`src/rtl/trailop_pkg.sv`:
```
package trailop_pkg;
  typedef enum logic [2:0] {
    ST_IDLE, ST_ESC, ST_MODRM, ST_SIB, ST_DISP, ST_OPC
  } dec_state_t;

  localparam logic [1:0] PFK_NONE = 2'd0;
  localparam logic [1:0] PFK_EXCL = 2'd1;
  localparam logic [1:0] PFK_MODF = 2'd2;
  localparam logic [1:0] PFK_RSVD = 2'd3;

  // displacement byte count from mod and the rm (or SIB base) field
  function automatic logic [2:0] disp_bytes(input logic [1:0] md, input logic [2:0] fld);
    logic [2:0] n;
    n = 3'd0;
    if (md == 2'd1) n = 3'd1;
    else if (md == 2'd2) n = 3'd4;
    else if (md == 2'd0 && fld == 3'd5) n = 3'd4;
    return n;
  endfunction
endpackage

```
`src/rtl/trailop_addr_rules.sv`:
```
module trailop_addr_rules
  import trailop_pkg::*;
(
  input  logic       at_sib,
  input  logic [7:0] cur_byte,
  input  logic [1:0] held_mod,
  output logic       need_sib,
  output logic [2:0] disp_n
);
  logic [1:0] md;
  assign md = at_sib ? held_mod : cur_byte[7:6];

  always_comb begin
    need_sib = !at_sib && (md != 2'd3) && (cur_byte[2:0] == 3'd4);
    disp_n   = disp_bytes(md, cur_byte[2:0]);
  end
endmodule

```
`src/rtl/trailop_disp_pack.sv`:
```
module trailop_disp_pack #(
  parameter int LANES = 4,
  parameter int BW    = 8,
  localparam int IW   = $clog2(LANES) + 1
) (
  input  logic              clk,
  input  logic              rst_n,
  input  logic              clr,
  input  logic              load,
  input  logic [BW-1:0]     byte_in,
  output logic [IW-1:0]     idx,
  output logic [LANES*BW-1:0] word
);
  always_ff @(posedge clk or negedge rst_n) begin
    if (!rst_n)    idx <= '0;
    else if (clr)  idx <= '0;
    else if (load) idx <= idx + 1'b1;
  end

  for (genvar g = 0; g < LANES; g++) begin : g_lane
    always_ff @(posedge clk or negedge rst_n) begin
      if (!rst_n)                        word[g*BW +: BW] <= '0;
      else if (clr)                      word[g*BW +: BW] <= '0;
      else if (load && idx == IW'(g))    word[g*BW +: BW] <= byte_in;
    end
  end
endmodule

```
`src/rtl/trailop_decoder.sv`:
```
module trailop_decoder
  import trailop_pkg::*;
#(
  parameter logic [7:0] ESC_CODE = 8'h0F,
  parameter logic [7:0] PF_CODE  = 8'h0D,
  parameter int DISP_BYTES = 4,
  parameter int LEN_W      = 4,
  localparam int DW = DISP_BYTES * 8,
  localparam int IW = $clog2(DISP_BYTES) + 1
) (
  input  logic             clk,
  input  logic             rst_n,
  input  logic             in_valid,
  output logic             in_ready,
  input  logic [7:0]       in_byte,
  output logic             done,
  output logic             is_prefetch,
  output logic [1:0]       pf_kind,
  output logic [7:0]       opcode,
  output logic [7:0]       modrm,
  output logic             has_sib,
  output logic [7:0]       sib,
  output logic [DW-1:0]    disp,
  output logic [2:0]       disp_len,
  output logic [LEN_W-1:0] length
);
  dec_state_t st;
  logic       rdy_q, acc, need_sib, pk_clr, pk_load;
  logic [2:0] disp_n;
  logic [IW-1:0] pk_idx;

  assign in_ready = rdy_q;
  assign acc      = in_valid && rdy_q;
  assign pk_clr   = acc && (st == ST_IDLE);
  assign pk_load  = acc && (st == ST_DISP);

  trailop_addr_rules u_rules (
    .at_sib   (st == ST_SIB),
    .cur_byte (in_byte),
    .held_mod (modrm[7:6]),
    .need_sib (need_sib),
    .disp_n   (disp_n)
  );

  trailop_disp_pack #(.LANES(DISP_BYTES), .BW(8)) u_pack (
    .clk     (clk),
    .rst_n   (rst_n),
    .clr     (pk_clr),
    .load    (pk_load),
    .byte_in (in_byte),
    .idx     (pk_idx),
    .word    (disp)
  );

  always_comb begin
    if (!is_prefetch)             pf_kind = PFK_NONE;
    else if (modrm[5:3] == 3'd0)  pf_kind = PFK_EXCL;
    else if (modrm[5:3] == 3'd1)  pf_kind = PFK_MODF;
    else                          pf_kind = PFK_RSVD;
  end

  always_ff @(posedge clk or negedge rst_n) begin
    if (!rst_n) begin
      st <= ST_IDLE; rdy_q <= 1'b0; done <= 1'b0; is_prefetch <= 1'b0;
      opcode <= '0; modrm <= '0; has_sib <= 1'b0; sib <= '0;
      disp_len <= '0; length <= '0;
    end else begin
      rdy_q <= 1'b1;
      done  <= 1'b0;
      if (acc) begin
        case (st)
          ST_IDLE: if (in_byte == ESC_CODE) begin
            st <= ST_ESC; length <= LEN_W'(1);
            opcode <= '0; has_sib <= 1'b0; sib <= '0; disp_len <= '0;
          end
          ST_ESC: begin
            length <= length + 1'b1;
            if (in_byte == ESC_CODE)     begin is_prefetch <= 1'b0; st <= ST_MODRM; end
            else if (in_byte == PF_CODE) begin is_prefetch <= 1'b1; st <= ST_MODRM; end
            else st <= ST_IDLE;
          end
          ST_MODRM, ST_SIB: begin
            length <= length + 1'b1;
            if (st == ST_MODRM) modrm <= in_byte;
            else begin sib <= in_byte; has_sib <= 1'b1; end
            if (need_sib)            st <= ST_SIB;
            else if (disp_n != 3'd0) begin st <= ST_DISP; disp_len <= disp_n; end
            else if (is_prefetch)    begin st <= ST_IDLE; done <= 1'b1; end
            else                     st <= ST_OPC;
          end
          ST_DISP: begin
            length <= length + 1'b1;
            if (pk_idx == IW'(disp_len - 3'd1)) begin
              if (is_prefetch) begin st <= ST_IDLE; done <= 1'b1; end
              else st <= ST_OPC;
            end
          end
          ST_OPC: begin
            length <= length + 1'b1;
            opcode <= in_byte;
            done   <= 1'b1;
            st     <= ST_IDLE;
          end
          default: st <= ST_IDLE;
        endcase
      end
    end
  end
endmodule

```
`config.mk`:
```
export PLATFORM = sky130hd
export DESIGN_NAME = trailop_decoder
export DESIGN_NICKNAME = d
export VERILOG_FILES = /design/src/rtl/trailop_pkg.sv /design/src/rtl/trailop_addr_rules.sv /design/src/rtl/trailop_disp_pack.sv /design/src/rtl/trailop_decoder.sv
export SDC_FILE = /design/constraint.sdc
export NUM_CORES = 1
export LEC_CHECK = 0
export BUFFER_PORTS_ARGS = -buffer_cell sky130_fd_sc_hd__buf_2
export CAP_MARGIN = 10
export CELL_PAD_IN_SITES_DETAIL_PLACEMENT = 1
export CELL_PAD_IN_SITES_GLOBAL_PLACEMENT = 2
export CORE_ASPECT_RATIO = 0.8
export CORE_MARGIN = 1.5
export CORE_UTILIZATION = 36
export CTS_CLUSTER_SIZE = 8
export DETAILED_ROUTE_END_ITERATION = 10
export PLACE_DENSITY = 0.95
export SYNTH_ARGS = -nofsm -noshare
export SYNTH_HDL_FRONTEND = slang
export SYNTH_SLANG_ARGS = --single-unit
```
`constraint.sdc`:
```
create_clock -name clk -period 5.7 [get_ports clk]
set_input_delay 0.57 -clock clk [delete_from_list [all_inputs] [get_ports clk]]
set_output_delay 0.57 -clock clk [all_outputs]
set_load 0.02 [all_outputs]
```
Word-level counts from Yosys, hierarchy flattened
Index checks and enable logic that the tools add are counted.
{ "classes": {"addsub": 3, "n_eq_ne": 22, "mux": 46, "n_reduce_logical": 34} }
{ "ops": {"columns": ["cell", "count"], "rows": [
  ["8-bit 2-to-1 mux", 10],
  ["3-bit 2-to-1 mux", 13],
  ["8-bit case mux with 2 select lines", 2],
  ["2-bit nonzero test", 9],
  ["8-bit by 4-bit equality test with 1-bit output, second input constant", 2],
  ["3-bit AND reduction", 5],
  ["3-bit by 2-bit equality test with 1-bit output, second input constant", 4],
  ["3-bit equality test, second input constant", 4],
  ["3-bit case mux with 4 select lines", 1],
  ["1-bit logical AND", 10],
  ["1-bit 2-to-1 mux", 10],
  ["2-bit 2-to-1 mux", 5],
  ["3-bit by 1-bit equality test with 1-bit output, second input constant", 3],
  ["3-bit zero test", 3],
  ["2-bit != test, second input constant", 4],
  ["4-bit case mux with 2 select lines", 1],
  ["3-bit case mux with 2 select lines", 1],
  ["5-bit AND reduction", 1],
  ["5-bit OR reduction", 1],
  ["4-bit by 1-bit adder with 4-bit output, second input constant", 1],
  ["4-bit 2-to-1 mux", 1],
  ["2-bit by 1-bit != test with 1-bit output, second input constant", 2],
  ["4-bit AND reduction", 1],
  ["3-bit by 1-bit adder with 3-bit output, second input constant", 1],
  ["10 further kinds", 10]
]} }
{ "totals": {"ff_bits": 73, "output_inout_bits": 69} }

Longest topological paths before layout
{ "depth": {"depth_word": 12, "depth_mapped": 7, "depth_no_buf": 6} }

Modules after synthesis
A second synthesis with hierarchy kept.
{ "unflattened": {"cells_unflattened": 322, "hier_area_um2": 3653.5} }
{ "by_module_without_submodules": {"columns": ["mod", "instances", "cells_per_inst", "area_each_um2"], "rows": [
  ["trailop_decoder", 1, 167, 1884.3],
  ["trailop_disp_pack", 1, 143, 1696.6],
  ["trailop_addr_rules", 1, 12, 72.6]
]} }

Worst setup path after synthesis
No wires, ideal clock.
{ "synth_path": {"path_kind": "input port to flip-flop", "from": "input in_byte[4]", "to": "register sib[0]", "setup_ns": 0.121, "t_arrival_ns": 1.984, "required_time_ns": 5.579, "path_slack_ns": 3.595, "stages": 7, "path_cell_list": "clkbuf_1 nand2b_1 nor4_4 or4b_1 a21o_1 buf_6 a22o_1"} }
{ "synth_via": {"elab_chain_cells": 3} }
{ "synth_lines": {"columns": ["element", "line_no", "text"], "rows": [
  ["start, declared", "trailop_decoder.sv:15", "input logic [7:0] in_byte,"],
  ["8-bit by 4-bit equality test with 1-bit output", "trailop_decoder.sv:72", "ST_IDLE: if (in_byte == ESC_CODE) begin"],
  ["2-bit by 1-bit != test with 1-bit output (no line)", null, null],
  ["4-bit AND reduction (no line)", null, null],
  ["end signal, assigned", "trailop_decoder.sv:65", "opcode <= '0; modrm <= '0; has_sib <= 1'b0; sib <= '0;"],
  ["end signal, assigned", "trailop_decoder.sv:74", "opcode <= '0; has_sib <= 1'b0; sib <= '0; disp_len <= '0;"],
  ["end signal, assigned", "trailop_decoder.sv:85", "else begin sib <= in_byte; has_sib <= 1'b1; end"],
  ["end, declared", "trailop_decoder.sv:22", "output logic [7:0] sib,"]
]} }
Every way passes these cells.
A chain may end at the register's enable or synchronous reset.

Worst setup path after layout
{ "layout_path": {"from": "register st[1]", "to": "register u_pack.word[29]"} }
{ "layout_via": {"elab_chain_cells": 4, "elab_cells_between_ends": 7} }
{ "layout_lines": {"columns": ["element", "line_no", "text"], "rows": [
  ["start, declared", "trailop_decoder.sv:27", "dec_state_t st;"],
  ["start signal, assigned", "trailop_decoder.sv:64", "st <= ST_IDLE; rdy_q <= 1'b0; done <= 1'b0; is_prefetch <= 1'b0;"],
  ["start signal, assigned", "trailop_decoder.sv:73", "st <= ST_ESC; length <= LEN_W'(1);"],
  ["start signal, assigned", "trailop_decoder.sv:78", "if (in_byte == ESC_CODE) begin is_prefetch <= 1'b0; st <= ST_MODRM; end"],
  ["3-bit equality test", "trailop_decoder.sv:35", "assign pk_load = acc && (st == ST_DISP);"],
  ["1-bit logical AND", "trailop_decoder.sv:35", null],
  ["1-bit logical AND", "trailop_disp_pack.sv:24", "else if (load && idx == IW'(g)) word[g*BW +: BW] <= byte_in;"],
  ["2-bit nonzero test (no line)", null, null],
  ["end signal, assigned by index", "trailop_disp_pack.sv:24", null],
  ["end, declared", "trailop_disp_pack.sv:12", "output logic [LANES*BW-1:0] word"]
]} }
Parallel ways exist; a longest one is shown, timed or not.

==> results.md <==
* Row cnt at 31
* Placed cell area at 3860 sq um
* Post-CTS Setup Bufs at 0
* Max-cap violations at 0
* H-tree depth at 3
* Crit-path slowest cell: nand4bb_1
* Final WS setup at 3.24 ns
* Switch Pwr at 820 uW
* Commonest non-fill, non-tap cell in the layout: buf_2
* Vias in the first global route at 3087
* Root Driver: clkbuf_16
* CP Class: flip-flop to flip-flop
* CP Capture Type: flip-flop
* Final total power at 2130 uW
* Clock latency on the worst-skew pair at 0.33 ns
* Post-synth ARST share at 1.00
* GRT Resource Usage Total at 0.215
* Initial antenna violation count at 0
* Failing checks: DRC
* Die width at 112 um
* Fillers at 1024
* Wire per inst at 20.0 um
* Launch point of the worst path: st[1]
* Grt ovf at 0
* Most used flip-flop cell after synthesis: dfrtp_1
* Drt via density at 5.66
* CP Max Fanout at 12
* Fmax at 0.407 GHz
* Antenna Nets Post-Route at 0
* Post-Layout Inst Area at 4180 sq um
* Synth area leaders: dfrtp_1 53%, a22o_1 6.4%, nand2_1 5.4%, a21oi_1 4.7%, nand3_1 3.8%
* DR vias at 2928
* Hold Path Class: input port to asynchronous set/reset pin
* Unique cell type count in the Yosys netlist at 56
* Endpoints failing setup at 0
* CP cell instances: nand4bb_1, o21bai_1, nor2_1, a22o_1
* Setup TNS at 0 ns
* Most frequent cells in the layout: 78 x buf_2, 72 x dfrtp_1, 49 x nand2_1
* Post-CTS Hold Fix Bufs at 0
* Max incr delay on CP at 0.59 ns
* TritonCTS Sinks at 72
* Hold Violations, Final at 0
* Routed WL at 10300 um
* Final Max Slew Viols at 0
* WL met3 at 648 um
* Cell Pwr Density at 509 nW/um^2
* Clk buf depth at 2
* Logic pwr share at 0.339
* RSZ-0062 raised after global routing: no
* Hpwl dp at 6940 um
* Layout cells sized above 1 at 0.281
* Synth Register Bits at 72
* Delay-heaviest family, CP: simple AND/OR/NAND/NOR gates
* Post-synthesis net count at 351
* DR DRC count at 3
* Initial core utilization at 0.373
* CTS tree: done
* Clk network pwr share at 0.289
* Place WS at 3.27 ns
* Mapped Cells at 331
* Buffers & Inverters on Critical Path at 0
* Post-synthesis sequential area ratio at 0.527
* WL met2 at 4630 um
* Nets at 417
* Top Layer Used: met4
* Global-route wire length before repair at 16900 um
* Status: complete, but fails checks
* Largest net degree at the start of global routing at 73
* # IOs at 80
* M1 WL at 4890 um
* Gpl congestion at 0.829
* P&R area growth vs syn at 22.3%
* Initial DRC count at 169
* Core area at 9150 sq um
* Crit path arrival time at 2.72 ns
* Top cell type by total area after synthesis: dfrtp_1
* Reg2reg start: st[1]
* Netlist Area Pre-Place at 3420 sq um
* Final Skew at 0.00897 ns
* Worst-path clk slew at 0.06 ns
* Crit path required time at 5.96 ns
* Post-CTS sizing at 0
* Leak pwr at 0.00205 uW
* Die area at 10100 sq um
* Syn avg cell area at 10.3 sq um
* Number of port buffers at 78
* Number of synthesized flops with an enable pin at 0
* Post-synth top area share at 0.527
* Sw frac at 0.386
* Worst-Margin Slew at 0.926 ns
* CTS Buf Count at 9
* Critical path launch point type: flip-flop
* Internal power at 1310 uW
* Fin crit period at 2.46 ns
* Synthesis Warnings at 0
* Period utilisation layout at 0.432
* Pre-antenna DRT Iters at 7
* Peak supply drop at 0.259 mV
* Die extent in y at 90.2 um
* Share of power burned in registers at 0.372
* N_diodes at 0
* Slew margin rel. at 0.382
## cell usage after synthesis, types with 2 or more instances
master     count
dfrtp_1       72
nand2_1       49
a21oi_1       32
nand3_1       26
a22o_1        25
clkbuf_1      18
ha_1           9
mux2_2         9
nor2_1         9
o21ai_0        8
buf_2          5
inv_1          5
nand2b_1       3
nand4bb_1      3
nor3_1         3
or3_1          3
a211o_1        2
a21o_1         2
a31oi_1        2
and3b_1        2
buf_4          2
conb_1         2
o2bb2ai_1      2
o31ai_1        2
o41ai_1        2
or2_2          2
or3b_1         2
or4b_1         2
## stage by stage
step	std cells	hold WS, ns	util
global route	517	0.514	0.457
global placement	501	0.464	0.421
CTS	517	0.493	0.457
floorplan	331	0.274	-
detailed placement	501	0.480	0.421
finish	517	0.456	0.457
## flip-flops by register name (all words and copies together) (netlist names), 2 cells and up
name         count
disp_len         2
length           4
modrm            8
opcode           8
sib              8
st               3
u_pack.idx       3
u_pack.word     32
## per-layer routing
metal,GRT usage,up-vias
met5,0,-
met4,0.0570,0
met3,0.0566,17
met2,0.328,82
met1,0.304,1498
li1,-,1331
## path summary, 6_finish.rpt
check / end / slack (ns) / cells past startpoint
hold reg to reg: opcode[5] / 0.50 / 1
setup / recovery: u_pack.word[29] / 3.24 / 4
hold / removal: opcode[5] / 0.46 / 2
min in group clk: opcode[5] / 0.50 / 1
setup reg to reg: u_pack.word[29] / 3.24 / 4
max in group asynchronous: u_pack.word[17] / 4.64 / 2
## power groups by stage
stage	Combinational, uW	Clock [uW]	Sequential (uW)
global route	786	643	811
global placement	697	0	791
finish	721	614	792
CTS	727	623	791
floorplan	316	0	924
detailed placement	716	0	796
## logic make-up (layout without fill, tap and decap cells)
| logic type | Yosys count | count (layout) | synth area share |
|---|---|---|---|
| AO/OA/AOI/OAI | 87 | 87 | 0.176 |
| XOR/XNOR | 1 | 1 | 0.00256 |
| adder cells (fa/ha/maj) | 9 | 9 | 0.0329 |
| buffers and inverters | 32 | 103 | 0.0414 |
| flip-flops | 72 | 72 | 0.527 |
| multiplexers | 10 | 10 | 0.0326 |
| other | 2 | 2 | 0.00220 |
| AND/OR/NAND/NOR | 118 | 118 | 0.185 |
## area by class of cell
cell class / count / area, sq um / share of cell area
Inverter: 6 / 22.5 / 0.00539
Tap cell: 115 / 144 / 0.0344
Sequential cell: 72 / 1800 / 0.431
Clock buffer: 12 / 246 / 0.0590
Timing Repair Buffer: 81 / 413 / 0.0988
Multi-Input combinational cell: 227 / 1480 / 0.353
Clock inverter: 4 / 76.3 / 0.0183
Note: power is estimated with default switching activity, not from simulation.
